File: src/rtl/supply_guard_pkg.sv
package supply_guard_pkg;

    typedef enum logic [1:0] {
        SG_RUN     = 2'd0,
        SG_WARN    = 2'd1,
        SG_LOCK    = 2'd2,
        SG_RECOVER = 2'd3
    } sg_state_e;

    typedef struct packed {
        sg_state_e state;
        logic      batt;
    } sg_regs_t;

endpackage

File: src/rtl/sg_us_timer.sv
module sg_us_timer #(
    parameter int CW   = 10,
    parameter int MAXV = 1000
) (
    input  logic          clk,
    input  logic          rst_n,
    input  logic          clr_i,
    input  logic          tick_i,
    output logic [CW-1:0] cnt_o
);

    localparam logic [CW-1:0] LIMIT = CW'(MAXV);

    logic [CW-1:0] cnt_d, cnt_q;

    always_comb begin
        cnt_d = cnt_q;
        if (clr_i) begin
            cnt_d = '0;
        end else if (tick_i && (cnt_q != LIMIT)) begin
            cnt_d = cnt_q + 1'b1;
        end
    end

    always_ff @(posedge clk or negedge rst_n) begin
        if (!rst_n) begin
            cnt_q <= '0;
        end else begin
            cnt_q <= cnt_d;
        end
    end

    assign cnt_o = cnt_q;

endmodule

File: src/rtl/sg_fsm.sv
module sg_fsm
    import supply_guard_pkg::*;
#(
    parameter int DESELECT_US = 20,
    parameter int RELEASE_US  = 80,
    parameter int RECOVER_US  = 1000,
    parameter int CW          = 10
) (
    input  logic          clk,
    input  logic          rst_n,
    input  logic          supply_low_i,
    input  logic          on_batt_i,
    input  logic          tick_i,
    input  logic [CW-1:0] cnt_i,
    output logic          clr_o,
    output logic          access_ok_o,
    output logic          irq_n_o,
    output logic          batt_o
);

    localparam logic [CW-1:0] DLY_LAST = CW'(DESELECT_US - 1);
    localparam logic [CW-1:0] REC_LAST = CW'(RECOVER_US - 1);
    localparam logic [CW-1:0] REL_AT   = CW'(RELEASE_US);

    sg_regs_t r_d, r_q;

    always_comb begin
        r_d      = r_q;
        r_d.batt = on_batt_i;
        unique case (r_q.state)
            SG_RUN: begin
                if (on_batt_i) begin
                    r_d.state = SG_LOCK;
                end else if (supply_low_i) begin
                    r_d.state = SG_WARN;
                end
            end
            SG_WARN: begin
                if (on_batt_i || (tick_i && (cnt_i == DLY_LAST))) begin
                    r_d.state = SG_LOCK;
                end
            end
            SG_LOCK: begin
                if (!on_batt_i && !supply_low_i) begin
                    r_d.state = SG_RECOVER;
                end
            end
            SG_RECOVER: begin
                if (on_batt_i || supply_low_i) begin
                    r_d.state = SG_LOCK;
                end else if (tick_i && (cnt_i == REC_LAST)) begin
                    r_d.state = SG_RUN;
                end
            end
            default: r_d.state = SG_LOCK;
        endcase
    end

    always_ff @(posedge clk or negedge rst_n) begin
        if (!rst_n) begin
            r_q.state <= SG_RUN;
            r_q.batt  <= 1'b0;
        end else begin
            r_q <= r_d;
        end
    end

    assign clr_o       = (r_d.state != r_q.state);
    assign access_ok_o = (r_q.state == SG_RUN) || (r_q.state == SG_WARN);
    assign batt_o      = r_q.batt;

    always_comb begin
        unique case (r_q.state)
            SG_RUN:     irq_n_o = 1'b1;
            SG_RECOVER: irq_n_o = (cnt_i >= REL_AT);
            default:    irq_n_o = 1'b0;
        endcase
    end

    AST_IRQ_ON_LOSS: assert property (@(posedge clk) disable iff (!rst_n)
        (r_q.state == SG_RUN && supply_low_i) |=> !irq_n_o);

    AST_WARN_NO_SHORTCUT: assert property (@(posedge clk) disable iff (!rst_n)
        (r_q.state == SG_WARN) |=> (r_q.state != SG_RUN));

    AST_REOPEN_FROM_RECOVER: assert property (@(posedge clk) disable iff (!rst_n)
        $rose(access_ok_o) |-> ($past(r_q.state) == SG_RECOVER));

endmodule

File: src/rtl/sg_bus_gate.sv
module sg_bus_gate (
    input  logic access_ok_i,
    input  logic chip_en_n_i,
    input  logic chip_en_i,
    input  logic out_en_n_i,
    input  logic wr_en_n_i,
    output logic sel_o,
    output logic wr_o,
    output logic drive_o
);

    always_comb begin
        sel_o   = access_ok_i && !chip_en_n_i && chip_en_i;
        wr_o    = sel_o && !wr_en_n_i;
        drive_o = sel_o && !out_en_n_i && wr_en_n_i;
    end

endmodule

File: src/rtl/supply_guard_seq.sv
module supply_guard_seq #(
    parameter int DESELECT_US = 20,
    parameter int RELEASE_US  = 80,
    parameter int RECOVER_US  = 1000
) (
    input  logic clk,
    input  logic rst_n,
    input  logic supply_low_i,
    input  logic on_batt_i,
    input  logic us_tick_i,
    input  logic chip_en_n_i,
    input  logic chip_en_i,
    input  logic out_en_n_i,
    input  logic wr_en_n_i,
    output logic irq_n_o,
    output logic mem_sel_o,
    output logic mem_wr_o,
    output logic bus_drive_o,
    output logic on_battery_o
);

    localparam int CW = $clog2(RECOVER_US + 1);

    logic          tmr_clr;
    logic [CW-1:0] tmr_cnt;
    logic          access_ok;

    sg_us_timer #(
        .CW   (CW),
        .MAXV (RECOVER_US)
    ) i_timer (
        .clk    (clk),
        .rst_n  (rst_n),
        .clr_i  (tmr_clr),
        .tick_i (us_tick_i),
        .cnt_o  (tmr_cnt)
    );

    sg_fsm #(
        .DESELECT_US (DESELECT_US),
        .RELEASE_US  (RELEASE_US),
        .RECOVER_US  (RECOVER_US),
        .CW          (CW)
    ) i_fsm (
        .clk          (clk),
        .rst_n        (rst_n),
        .supply_low_i (supply_low_i),
        .on_batt_i    (on_batt_i),
        .tick_i       (us_tick_i),
        .cnt_i        (tmr_cnt),
        .clr_o        (tmr_clr),
        .access_ok_o  (access_ok),
        .irq_n_o      (irq_n_o),
        .batt_o       (on_battery_o)
    );

    sg_bus_gate i_gate (
        .access_ok_i (access_ok),
        .chip_en_n_i (chip_en_n_i),
        .chip_en_i   (chip_en_i),
        .out_en_n_i  (out_en_n_i),
        .wr_en_n_i   (wr_en_n_i),
        .sel_o       (mem_sel_o),
        .wr_o        (mem_wr_o),
        .drive_o     (bus_drive_o)
    );

    AST_WRITE_RELEASES_BUS: assert property (@(posedge clk) disable iff (!rst_n)
        bus_drive_o |-> wr_en_n_i);

    AST_BATTERY_LOCKS: assert property (@(posedge clk) disable iff (!rst_n)
        on_battery_o |-> (!mem_sel_o && !irq_n_o));

endmodule

File: config.mk
export PLATFORM = sky130hd
export DESIGN_NAME = supply_guard_seq
export DESIGN_NICKNAME = d
export VERILOG_FILES = /design/src/rtl/supply_guard_pkg.sv /design/src/rtl/sg_us_timer.sv /design/src/rtl/sg_fsm.sv /design/src/rtl/sg_bus_gate.sv /design/src/rtl/supply_guard_seq.sv
export SDC_FILE = /design/constraint.sdc
export NUM_CORES = 1
export LEC_CHECK = 0
export CAP_MARGIN = 0
export CORE_MARGIN = 2
export CORE_UTILIZATION = 40
export DETAILED_ROUTE_END_ITERATION = 10
export HOLD_SLACK_MARGIN = 0.05
export PLACE_DENSITY_LB_ADDON = 0.08
export SLEW_MARGIN = 20
export SYNTH_ARGS = -nofsm -noshare
export SYNTH_HDL_FRONTEND = slang
export SYNTH_HIERARCHICAL = 1
export SYNTH_SLANG_ARGS = --single-unit
File: constraint.sdc
create_clock -name clk -period 3.6 [get_ports clk]
set_clock_uncertainty 0.2 [all_clocks]
set_input_delay 0.72 -clock clk [delete_from_list [all_inputs] [get_ports clk]]
set_output_delay 0.72 -clock clk [all_outputs]
set_load 0.005 [all_outputs]
==> impl_summary.md <==
Status
The flow ran to the end, and the final reports show no timing, DRC or antenna violations.

Timing
The number of hold-slack violations in the final timing report is 0. The maximum achievable frequency is ~320 MHz. The transition at the pin with the smallest max-transition slack is around 0.62 ns. The number of slew-limit violations in the final report is 0. The clock period minus final worst setup slack is roughly 3.1 ns. The post-route setup TNS is 0 ns. The share of the clock period used by the worst path after layout is between 80% and 90%. The count of final setup violators is 0. Setup repair after global routing left no endpoint under its margin. The worst pin sits at a relative slew slack of 58.57%.

Logic synthesis
Synthesis inferred 13 register bits. The portion of the post-synthesis area used by sequential elements is between 30% and 40%. When the netlist entered floorplanning its net count stood at 131. After synthesis the cells add up to 1054 sq um. Counting distinct cell types in the post-synthesis netlist gives 40.

In this run, synthesis inferred 0 flip-flops with an integrated enable. The most used flip-flop cell after synthesis is sky130_fd_sc_hd__dfrtp_1. The average footprint of a synthesized cell is ~9.1 sq um. The share of synthesized registers carrying an async set or reset is between 90% and 100%. Yosys printed 6 warnings.

The gate count of the mapped netlist is around 120.

Die
From bottom edge to top edge, the die measures approximately 55 um. The initial cell density of the core is 42.53%. The core box area is around 2500 sq um. The die width is 55.32 um. The area of the die is roughly 3000 sq um. Pin placement for this block handled 14 I/O pins. After floorplanning, the core was divided into 18 placement rows.

Clock tree
TritonCTS built the clock tree. The clock insertion delay at the later pin of the skew report is a little under 0.3 ns. Clock tree synthesis selected as its root buffer the cell sky130_fd_sc_hd__clkbuf_4. For this design, the sink count on the clock tree is 13. In this run, CTS created clock tree buffers numbering 3. No sink is reached through more buffers than the 2 on the longest clock path. The cts-stage hold buffer count is 0. Clock-pin slew was measured on the worst setup and hold paths at roughly 0.09 ns. Gates resized during post-CTS repair numbered 0.

Once the clock tree was built, the setup fixing pass inserted 0 buffers. The maximum level of the CTS H-tree is 1.

Detailed routing
In this run the remaining antenna-violating nets after routing total 0. The initial DRC count is 19. The total wirelength of the detailed-routed design is 2365 um.

The detailed-route DRC error count is 0. Using the TritonRoute via totals, the vias-per-cell ratio works out to ~6. The number of optimization iterations in the first detailed-route pass is 4. Dividing the detail-routed wire length by the instance count gives between 10 and 15 um. The routed layout has about 970 vias.

Critical path
The class of the most critical setup path is primary input to register. The startpoint class of the critical path is a primary input. The standard cell with the maximum stage delay on the critical path is sky130_fd_sc_hd__clkdlybuf4s50_1. Data on the critical path arrives at its endpoint at around 3.1 ns. The largest single stage delay on the critical path is between 0.5 and 0.6 ns. The data required time at the worst endpoint is around 3.6 ns. The critical path contains buffers and inverters numbering 2 combined. The signal on the critical path passes through clkdlybuf4s50_1 > nor2b_1 > a211oi_1 > a31o_2 > or3_1 > o2111ai_1 > buf_4 > nor2b_1 > and4_1 > or3_1.

STA classifies the critical path endpoint as a register. The largest fanout of any net on the critical path is 12. The cell family with the largest share of critical-path delay is simple AND/OR/NAND/NOR gates. The setup slack of the most critical reg-to-reg path is 0.58 ns.

Power and ir drop
The total power divided by cell area is 532.1 nW/um^2. The final total power is ~670 uW. For this design the static power due to leakage is around 0.00052 uW. The maximum vdd ir drop is approximately 0.29 mV.

Finish
The total non-filler cell area in the finished layout is roughly 1300 sq um. Leaving out fill and tap cells, the most frequent cells in the layout are 13 x sky130_fd_sc_hd__dfrtp_1, 13 x sky130_fd_sc_hd__clkdlybuf4s50_1, 11 x sky130_fd_sc_hd__a21oi_1. The area overhead of the layout relative to synthesis is 18.88%.

The antenna cell count is 0. Of the cells placed in the final design, the portion with a size suffix greater than 1 is between 10% and 20%. At the end of the flow the core is filled with cells to 50.56%. After the last flow step, the layout net total stands at 150.

Global routing
The global-route wire length before repair is about 4100 um. Entering global routing, the biggest net connects 14 pins. For this run, the total global-route usage over all layers was measured as approximately 17%. The initial antenna violation count came to 0. Global routing finished with a remaining overflow of 0.

The number of global-route vias before repair is between 800 and 900.

Place
After detailed placement, the total cell area comes to 1225 sq um. The detailed placer's ending HPWL is 1788 um. Routability-driven placement finished with a final weighted congestion of 0.8231. The count of buffers added on input and output ports is 13.

Run
The max capacitance violation total is 0.

Worst hold path
The tightest min-delay check is of the register to register type.
==> cell families (layout without fill, tap and decap cells) <==
kind of cell	Yosys count	in the layout	share of synthesized area [%]
adder cells (fa/ha/maj)	6	6	7.126
buffers and inverters	11	29	4.632
AO/OA/AOI/OAI	29	29	17.82
XOR/XNOR	2	2	1.663
flip-flops	13	13	30.88
multiplexers	1	1	0.9502
AND/OR/NAND/NOR	54	54	36.93
==> Yosys cell counts, drive strengths merged (2+ instances only) <==
library cell / n / share of area (%)
nand2b: 3 / 1.8
and4: 3 / 2.5
o31ai: 4 / 2.9
or3: 6 / 3.7
nand3b: 3 / 3.3
o21ai: 4 / 1.9
a21oi: 11 / 5.2
nand2: 4 / 1.4
nand4: 5 / 4.4
a211oi: 2 / 1.4
nor4b: 2 / 1.7
or4: 4 / 2.9
xor2: 2 / 1.7
nor2: 6 / 2.1
nor3: 4 / 2.4
nor2b: 5 / 3.0
or2: 2 / 1.2
o2bb2ai: 2 / 1.7
ha: 6 / 7.1
dfrtp: 13 / 31
inv: 10 / 3.6
==> metal layers <==
layer / share of wire [%] / track usage (%) / wire length (um)
met5: 0 / 0 / 0
met4: 1.9 / 7.317 / 44
met3: 3.4 / 2.810 / 80
met2: 48 / 26.19 / 1132
met1: 47 / 21.98 / 1109
==> cell type report <==
cell class | instances | area (sq um)
well taps | 30 | 37.54
fillers | 237 | 1225
repair buffers | 15 | 145.1
clock buffers | 3 | 22.52
clock inverters | 1 | 5.005
flip-flops and latches | 13 | 325.3
multi-input cells | 92 | 679.4
inverters | 10 | 37.54
==> worst register-to-register path: cells and delay by family (launching register included) <==
kind / cells / cell delay, ns
DFF: 1 / 0.46
buffers and inverters: 2 / 0.36
and+or+nand+nor: 5 / 1.19
AOI/OAI and AO/OA: 3 / 0.43
adders and majority gates: 1 / 0.26
==> flip-flops by register name, indices dropped and copies added, names as in the netlist <==
signal / cells
i_fsm/batt_o: 1
i_timer/cnt_o: 10
i_fsm/r_q: 2
==> path summary, 6_finish.rpt <==
| kind | depth (start not counted) | start | end |
|---|---|---|---|
| max in group asynchronous | 1 | rst_n | i_timer/cnt_o[0]$_DFFE_PN0P_ |
| worst max register to register | 11 | i_fsm/r_q[1]$_DFF_PN0_ | i_timer/cnt_o[1]$_DFFE_PN0P_ |
| worst min-delay path | 2 | i_timer/cnt_o[8]$_DFFE_PN0P_ | i_timer/cnt_o[8]$_DFFE_PN0P_ |
| worst min register to register | 2 | i_timer/cnt_o[8]$_DFFE_PN0P_ | i_timer/cnt_o[8]$_DFFE_PN0P_ |
| worst max-delay path | 10 | on_batt_i | i_timer/cnt_o[1]$_DFFE_PN0P_ |
| min in group asynchronous | 1 | rst_n | i_timer/cnt_o[5]$_DFFE_PN0P_ |
==> power by group <==
group	switching, uW	internal (uW)	total (uW)
logic	191	176	366
clock network	53.7	41.3	95.0
registers	36.4	169	205
==> metrics by stage <==
step	std cells	worst slack, ns	hold slack [ns]
after floorplan	116	0.8692	0.2244
after detailed placement	160	0.1446	0.4155
after global placement	160	0.2125	0.4044
final	164	0.4612	0.4306
after global routing	164	0.3232	0.4771
after CTS	164	0.4469	0.4309
No activity file was read; power rests on OpenSTA's default activity.
